**config.mk**
```make
export PLATFORM = sky130hd
export DESIGN_NAME = restart_ack_sequencer
export DESIGN_NICKNAME = d
export VERILOG_FILES = /design/src/rtl/rsq_pkg.sv /design/src/rtl/rsq_tstate.sv /design/src/rtl/rsq_opdec.sv /design/src/rtl/rsq_bus.sv /design/src/rtl/restart_ack_sequencer.sv
export SDC_FILE = /design/constraint.sdc
export NUM_CORES = 1
export LEC_CHECK = 0
export BUFFER_PORTS_ARGS = -buffer_cell sky130_fd_sc_hd__buf_2
export CAP_MARGIN = 20
export CORE_MARGIN = 2
export CORE_UTILIZATION = 50
export CTS_CLUSTER_SIZE = 14
export DETAILED_ROUTE_END_ITERATION = 12
export GPL_TIMING_DRIVEN = 1
export PLACE_DENSITY = 0.74
export SYNTH_ARGS = -nofsm -noshare
export SYNTH_HDL_FRONTEND = slang
export SYNTH_SLANG_ARGS = --single-unit
```
**constraint.sdc**
```tcl
create_clock -name clk -period 4.3 [get_ports clk]
set_clock_uncertainty 0.2 [all_clocks]
set_input_delay 0.86 -clock clk [delete_from_list [all_inputs] [get_ports clk]]
set_output_delay 0.86 -clock clk [all_outputs]
set_load 0.005 [all_outputs]
```
**src/rtl/rsq_pkg.sv**
```systemverilog
package rsq_pkg;
  typedef enum logic [2:0] {
    PH_IDLE = 3'd0,
    PH_ACK  = 3'd1,
    PH_HI   = 3'd2,
    PH_LO   = 3'd3,
    PH_FIN  = 3'd4
  } phase_e;
endpackage

```
**src/rtl/rsq_tstate.sv**
```systemverilog
// T-state counter: counts within a phase and wraps when the phase's last index is reached.
module rsq_tstate #(
  parameter int CW = 3
) (
  input  logic          clk,
  input  logic          rst_n,
  input  logic          run,
  input  logic [CW-1:0] last_idx,
  output logic [CW-1:0] cnt,
  output logic          last
);
  logic [CW-1:0] cnt_d;

  assign last = run && (cnt == last_idx);

  always_comb begin
    cnt_d = cnt;
    if (!run || last) cnt_d = '0;
    else              cnt_d = cnt + 1'b1;
  end

  always_ff @(posedge clk or negedge rst_n) begin
    if (!rst_n) cnt <= '0;
    else        cnt <= cnt_d;
  end

  // Counter must never run past the index of the phase's last T-state
  assert_cnt_in_phase_R2: assert property (@(posedge clk) disable iff (!rst_n)
    run |-> (cnt <= last_idx));
endmodule

```
**src/rtl/rsq_opdec.sv**
```systemverilog
// Restart opcode recognizer and vector generator.
module rsq_opdec #(
  parameter int DW = 8,
  parameter int AW = 16
) (
  input  logic [DW-1:0] op,
  output logic          valid,
  output logic [AW-1:0] vector
);
  localparam int NW = 3;
  logic [NW-1:0] num;

  assign num = op[5:3];

  always_comb begin
    valid  = (op[7:6] == 2'b11) && (op[2:0] == 3'b111);
    vector = '0;
    vector[NW+2:3] = num;
  end

  // Vector is always 8-byte aligned and inside the restart window
  always_comb begin
    assert_vec_aligned_R6: assert (vector[2:0] == 3'b000 && vector <= AW'(56));
  end
endmodule

```
**src/rtl/rsq_bus.sv**
```systemverilog
// Bus output mux driven by the current phase and T-state.
module rsq_bus #(
  parameter int AW    = 16,
  parameter int DW    = 8,
  parameter int CW    = 3,
  parameter int WR_AT = 1
) (
  input  rsq_pkg::phase_e phase,
  input  logic [CW-1:0]   cnt,
  input  logic [AW-1:0]   pc_q,
  input  logic [AW-1:0]   sp_q,
  output logic [AW-1:0]   addr,
  output logic [DW-1:0]   dout,
  output logic            wr,
  output logic            inta
);
  import rsq_pkg::*;
  localparam logic [CW-1:0] WR_IDX = CW'(WR_AT);

  always_comb begin
    addr = '0;
    dout = '0;
    wr   = 1'b0;
    inta = 1'b0;
    unique case (phase)
      PH_ACK: begin
        addr = pc_q;
        inta = 1'b1;
      end
      PH_HI: begin
        addr = sp_q - AW'(1);
        dout = pc_q[AW-1:AW-DW];
        wr   = (cnt == WR_IDX);
      end
      PH_LO: begin
        addr = sp_q - AW'(2);
        dout = pc_q[DW-1:0];
        wr   = (cnt == WR_IDX);
      end
      default: ;
    endcase
  end
endmodule

```
**src/rtl/restart_ack_sequencer.sv**
```systemverilog
module restart_ack_sequencer #(
  parameter int AW     = 16,
  parameter int DW     = 8,
  parameter int ACK_T  = 6,
  parameter int PUSH_T = 3
) (
  input  logic          clk,
  input  logic          rst_n,
  input  logic          start_i,
  input  logic [AW-1:0] pc_i,
  input  logic [AW-1:0] sp_i,
  input  logic [DW-1:0] din_i,
  output logic [AW-1:0] addr_o,
  output logic [DW-1:0] dout_o,
  output logic          wr_o,
  output logic          inta_o,
  output logic [AW-1:0] pc_o,
  output logic [AW-1:0] sp_o,
  output logic          done_o,
  output logic          err_o
);
  import rsq_pkg::*;

  localparam int TMAX = (ACK_T > PUSH_T) ? ACK_T : PUSH_T;
  localparam int CW   = (TMAX > 2) ? $clog2(TMAX) : 1;
  localparam logic [CW-1:0] ACK_LAST  = CW'(ACK_T - 1);
  localparam logic [CW-1:0] PUSH_LAST = CW'(PUSH_T - 1);

  phase_e        phase_q, phase_d;
  logic [AW-1:0] pc_q, sp_q, vec_q;
  logic          bad_q;
  logic [AW-1:0] pc_res_q, sp_res_q;
  logic [AW-1:0] pc_res_d, sp_res_d;
  logic [CW-1:0] cnt, last_idx;
  logic          run, last;
  logic          cap_en, op_en, res_en;
  logic          op_valid;
  logic [AW-1:0] op_vector;

  assign run      = (phase_q == PH_ACK) || (phase_q == PH_HI) || (phase_q == PH_LO);
  assign last_idx = (phase_q == PH_ACK) ? ACK_LAST : PUSH_LAST;

  rsq_tstate #(.CW(CW)) u_tstate (
    .clk(clk), .rst_n(rst_n), .run(run), .last_idx(last_idx), .cnt(cnt), .last(last)
  );

  rsq_opdec #(.DW(DW), .AW(AW)) u_opdec (
    .op(din_i), .valid(op_valid), .vector(op_vector)
  );

  rsq_bus #(.AW(AW), .DW(DW), .CW(CW), .WR_AT(1)) u_bus (
    .phase(phase_q), .cnt(cnt), .pc_q(pc_q), .sp_q(sp_q),
    .addr(addr_o), .dout(dout_o), .wr(wr_o), .inta(inta_o)
  );

  // Next phase
  always_comb begin
    phase_d = phase_q;
    unique case (phase_q)
      PH_IDLE: if (start_i) phase_d = PH_ACK;
      PH_ACK:  if (last) phase_d = op_valid ? PH_HI : PH_FIN;
      PH_HI:   if (last) phase_d = PH_LO;
      PH_LO:   if (last) phase_d = PH_FIN;
      PH_FIN:  phase_d = PH_IDLE;
      default: phase_d = PH_IDLE;
    endcase
  end

  // Enables and result values
  always_comb begin
    cap_en   = (phase_q == PH_IDLE) && start_i;
    op_en    = (phase_q == PH_ACK) && last;
    res_en   = (op_en && !op_valid) || ((phase_q == PH_LO) && last);
    pc_res_d = (phase_q == PH_LO) ? vec_q : pc_q;
    sp_res_d = (phase_q == PH_LO) ? (sp_q - AW'(2)) : sp_q;
  end

  always_ff @(posedge clk or negedge rst_n) begin
    if (!rst_n) phase_q <= PH_IDLE;
    else        phase_q <= phase_d;
  end

  always_ff @(posedge clk or negedge rst_n) begin
    if (!rst_n) begin
      pc_q <= '0;
      sp_q <= '0;
    end else if (cap_en) begin
      pc_q <= pc_i;
      sp_q <= sp_i;
    end
  end

  always_ff @(posedge clk or negedge rst_n) begin
    if (!rst_n) begin
      vec_q <= '0;
      bad_q <= 1'b0;
    end else if (op_en) begin
      vec_q <= op_vector;
      bad_q <= !op_valid;
    end
  end

  always_ff @(posedge clk or negedge rst_n) begin
    if (!rst_n) begin
      pc_res_q <= '0;
      sp_res_q <= '0;
    end else if (res_en) begin
      pc_res_q <= pc_res_d;
      sp_res_q <= sp_res_d;
    end
  end

  assign pc_o   = pc_res_q;
  assign sp_o   = sp_res_q;
  assign done_o = (phase_q == PH_FIN) && !bad_q;
  assign err_o  = (phase_q == PH_FIN) && bad_q;

  // Writes and acknowledge never overlap
  assert_wr_not_inta_R4: assert property (@(posedge clk) disable iff (!rst_n)
    wr_o |-> !inta_o);
  // Every write targets one of the two stack slots below the captured SP
  assert_wr_addr_R10: assert property (@(posedge clk) disable iff (!rst_n)
    wr_o |-> ((addr_o == sp_q - AW'(1)) || (addr_o == sp_q - AW'(2))));
  // Completion and error are exclusive
  assert_done_err_excl_R8: assert property (@(posedge clk) disable iff (!rst_n)
    !(done_o && err_o));
  // Results move only in a completion or error cycle
  assert_result_hold_R6: assert property (@(posedge clk) disable iff (!rst_n)
    !$stable(sp_o) |-> (done_o || err_o));
  // A completion pulse lasts one cycle and is followed by idle bus
  assert_done_pulse_R6: assert property (@(posedge clk) disable iff (!rst_n)
    done_o |=> (!done_o && !inta_o && !wr_o));
  // After an error the bus returns idle with no write
  assert_err_no_write_R8: assert property (@(posedge clk) disable iff (!rst_n)
    err_o |-> (!wr_o && !inta_o));
endmodule

```
# Yosys cells after proc, flatten, opt, wreduce, memory -nomap -nowiden
# Cells that the tools add are included.
# totals
elab_cells,55
regBits,74
out_inout_bits,60
in_bits,43
# op_classes
muxes,14
add_sub_neg,3
reduce_logical,18
n_eq_ne,12
# op_table
cell,n
$pmux W16 S3,1
$mux W16,2
$mux W3,7
$pmux W8 S2,1
$sub A16 B1 Y16 const B,1
$sub A16 B2 Y16 const B,1
$pmux W3 S4,1
$logic_and A1 B1 Y1,8
$ne A2 B2 Y1 const B,4
$eq A3 B1 Y1 const B,2
$eq A3 B2 Y1 const B,2
$eq A3 B3 Y1 const B,2
$logic_or A1 B1 Y1,4
$reduce_and A4 Y1,1
$add A3 B1 Y3 const B,1
$eq A3 B3 Y1,1
$logic_not A1 Y1,3
$logic_not A3 Y1,1
$eq A2 B2 Y1 const B,1
$mux W1,2
$reduce_or A2 Y1,1

# Longest topological paths before layout
# depth
word_depth,7
ltp_mapped,8

# Hierarchy
# A second synthesis with hierarchy kept.
# hier_totals
hier_cells,486
hier_area_um2,4710.8
# modules_own_cells
module,cells_per_inst,seq_area_each_um2,area_per_inst_um2,n_inst
restart_ack_sequencer,327,2102.0,3598.5,1
rsq_bus,125,0.0,812.0,1
rsq_tstate,14,75.1,163.9,1
rsq_opdec,20,0.0,136.4,1

# Worst setup path before layout
# Ideal clock, no wire load.
# synth_timing
path_kind,flip-flop to output port
startpoint,register sp_q[1]
endpoint,output port addr_o[14]
path_stages_with_launch,8
arrival_ns,1.778
path_slack_ns,1.462
cell_sequence,dfrtp_1 inv_1 ha_1 nor3b_1 nand4_1 xnor2_1 a22oi_1 o21ai_0
# synth_between
elab_chain_cells,2
word_cells_on_any_way,3
# synth_lines
element,line_no,text
from (decl),restart_ack_sequencer.sv:30,"logic [AW-1:0] pc_q, sp_q, vec_q;"
from (signal assigned),restart_ack_sequencer.sv:89,sp_q <= sp_i;
$sub A16 B2 Y16 or $sub A16 B1 Y16 (tied branches),"rsq_bus.sv:36, rsq_bus.sv:31",
$pmux W16 S3 (*),rsq_bus.sv:25,unique case (phase)
to (decl),restart_ack_sequencer.sv:13,"output logic [AW-1:0] addr_o,"
# Mark *: on every way between the ends. The rest lies on a longest branch, timed or not.

# Final worst setup path
# layout_timing
startpoint,register phase_q[0]
endpoint,output port addr_o[8]
# layout_between
elab_chain_cells,2
word_cells_on_any_way,4
# layout_lines
element,line_no,text
from (decl),restart_ack_sequencer.sv:29,"phase_e phase_q, phase_d;"
from (signal assigned),restart_ack_sequencer.sv:80,else phase_q <= phase_d;
$eq A3 B2 Y1 or $eq A3 B1 Y1 (tied branches),rsq_bus.sv:25,
$pmux W16 S3 (*),rsq_bus.sv:25,
# Marked as above.

==> impl_metrics.toml <==
[clock_tree]
cts_buffers = 9
cts_setup_buffers = 0
tritoncts = "built"
cts_max_level = 3
insertion_delay_ns = 0.35
cts.sinks = 74
cts_resized = 0
cts-root-buf = "clkbuf_8"
cts_hold_buf = 0
clkTransAtPathRegs_ns = 0.08
cts_buffer_depth = 2

[outcome]
status = "complete, no violations"

[placement]
gp_congestion = 0.904
dp.cells = 584
placed_area_sq_um = 4580
portBuffers = 102
preCtsSetupSlack_ns = 0.938
dp_hpwl_um = 7560

[sta]
maxSlewHeadroom_pct = 41.8
setup_viol = 0
min_period_ns = 3.76
worstMarginPinSlew_ns = 0.873
timing.hold.ws_ns = 0.107
period_share_pct = 87.5
layout_setup_ws_ns = 0.536
rsz0062_at_grt = "no"
setup_tns_ns = 0
hold_violations = 0
clock.fmax_ghz = 0.266
slew_viol_final = 0

[power]
power_switching_mw = 1.03
power_density_nw_per_um2 = 562
p_leak_nw = 2.27
power_mw = 2.69
clock_power_share_pct = 20.9
p_sw_share_pct = 38.4
seq_power_share_pct = 46.5
irDropWorstVdd_v = 0.000331
pwr-share-comb_pct = 32.6
p_int_mw = 1.66

[worst_setup_path]
cp_num_buf_inv = 1
crit_family = "simple AND/OR/NAND/NOR gates"
slowest_delay_ns = 0.64
crit_chain = "nor3b_4 -> a22oi_1 -> or3_1 -> or4_1 -> nand3_1 -> buf_2"
crit_slowest_cell = "nor3b_4"
cp-start-kind = "register"
crit_path_max_fanout = 18
end_kind = "output port"
cp.required_ns = 3.24
cp.arrival_ns = 2.70
crit_type = "reg2out"

[finish]
area_growth_pct = 19.2
nFillCells = 698
drive_gt1_share_pct = 34.9
instances_no_fill = 600
finish.instance_area_sq_um = 4790
mostFrequentLayoutCell = "buf_2"
fin_util_pct = 61.6
final_cell_mix = "buf_2, dfrtp_1, nand2_1"
diodes = 0
layout.nets = 542

[hold_path]
min_path_type = "in2async"

[floorplanning]
die_h_um = 93.6
fp-row-count = 32
initial_core_util_pct = 51.7
chipWidth_um = 93.6
ioPinCount = 103
core_area_sq_um = 7770
die_area_sq_um = 8760

[detailed_routing]
drc = 0
routed_via_density = 5.69
drtIter0Drc = 227
firstDrtPassIters = 5
wire_per_inst_um = 17.2
ant_nets = 0
vias = 3414
wirelength_um = 10300

[grt]
antenna_found_initial = 0
grt_max_degree = 70
grt_usage_pct = 24.5
grt_pass1_vias = 3238
grt.overflow.total = 0
grt_pass1_wl_um = 16500

[synthesis]
syn_nets = 452
synth_area_per_cell_sq_um = 9.96
netlist_instances = 403
ys_async_sr_fraction_pct = 100
seq_area_frac_synth_pct = 46.1
ys_types = 56
netlist.area_leader.share_pct = 46.1
synth-main-ff-cell = "dfrtp_1"
yosys_register_bits = 74
synth-edff-count = 0
synth.area.top_cells = "dfrtp_1, mux2_2, nand2_1, o21ai_0, xor2_1"
syn_area_sq_um = 4020
yosysWarnings = 0
yosys.area.top_type = "dfrtp_1"

[run]
maxCapViolCount = 0
[routing by layer]
metal	vias to the layer above	part of all wire, %	global-route usage (%)
met5	-	0	0
met4	0	1.3	7.61
met3	13	7.1	4.19
met2	117	48	40.1
met1	1696	44	33.5
li1	1588	-	-
[Yosys cell counts (all sizes together) (2+ instances only)]
cell and number:
a22oi 6, a21oi 13, nand3 10, buf 9, nor3b 6, nor4b 3, o221ai 2, nor3 5
nand2 64, a22o 9, mux2i 3, a221o 2, or4 2, or3 3, nand3b 3, o21ai 47
nor2b 2, clkbuf 21, xor2 16, mux2 36, dfrtp 74, nor2 20, o211ai 2, inv 7
xnor2 10, nand2b 3, o22ai 3, nand4 4, nor4 3, ha 6
[worst register-to-register path: stages, from the launching register on]
cell,delay (ns)
dfrtp_1,0.72
and2b_1,0.30
nor3b_4,0.47
a22oi_2,0.14
buf_4,0.23
inv_1,0.12
mux2_2,0.34
[registers in the layout, indices dropped and copies added, names as in the netlist]
register / cells
u_tstate.cnt: 3
pc_q: 16
bad_q: 1
pc_o: 16
phase_q: 3
vec_q: 3
sp_q: 16
sp_o: 16
[logic make-up (layout without fill, tap and decap cells)]
family | Yosys count | after routing | synth area share (%)
adders and majority gates | 6 | 6 | 1.87
xor gates and xnor gates | 26 | 26 | 5.67
DFF | 74 | 74 | 46.1
AOI/OAI and AO/OA | 89 | 89 | 13.4
buffers and inverters | 37 | 132 | 3.77
and+or+nand+nor | 132 | 132 | 18.3
muxes | 39 | 39 | 10.8
[path summary, 6_finish.rpt]
check                            end  slack [ns]  depth (start not counted)  startpoint
max                        addr_o[8]        0.54                          6  phase_q[0]
min                          pc_o[5]        0.11                          1       rst_n
max reg2reg                  sp_o[9]        1.68                          6  phase_q[0]
min reg2reg                  sp_o[7]        0.28                          2     sp_o[7]
max in group asynchronous   pc_q[15]        2.70                          2       rst_n
min in group clk             sp_o[7]        0.28                          2     sp_o[7]
[cell type report]
class	count	area [sq um]	share of cell area (%)
clock inverters	4	50.0	1.05
inverters	7	26.3	0.549
repair buffers	109	563	11.8
multi-input cells	292	2010	42.0
clock buffers	12	155	3.24
flip-flops and latches	74	1850	38.7
well taps	102	128	2.67
[power groups by stage]
stage | Clock (mW) | Sequential (mW) | Combinational (mW)
2_1_floorplan | 0 | 1.06 | 0.700
3_3_place_gp | 0 | 1.24 | 0.852
3_5_place_dp | 0 | 1.26 | 0.875
4_1_cts | 0.568 | 1.24 | 0.882
5_1_grt | 0.596 | 1.28 | 0.980
6_report | 0.562 | 1.25 | 0.876
No activity file was read; power rests on OpenSTA's default activity.
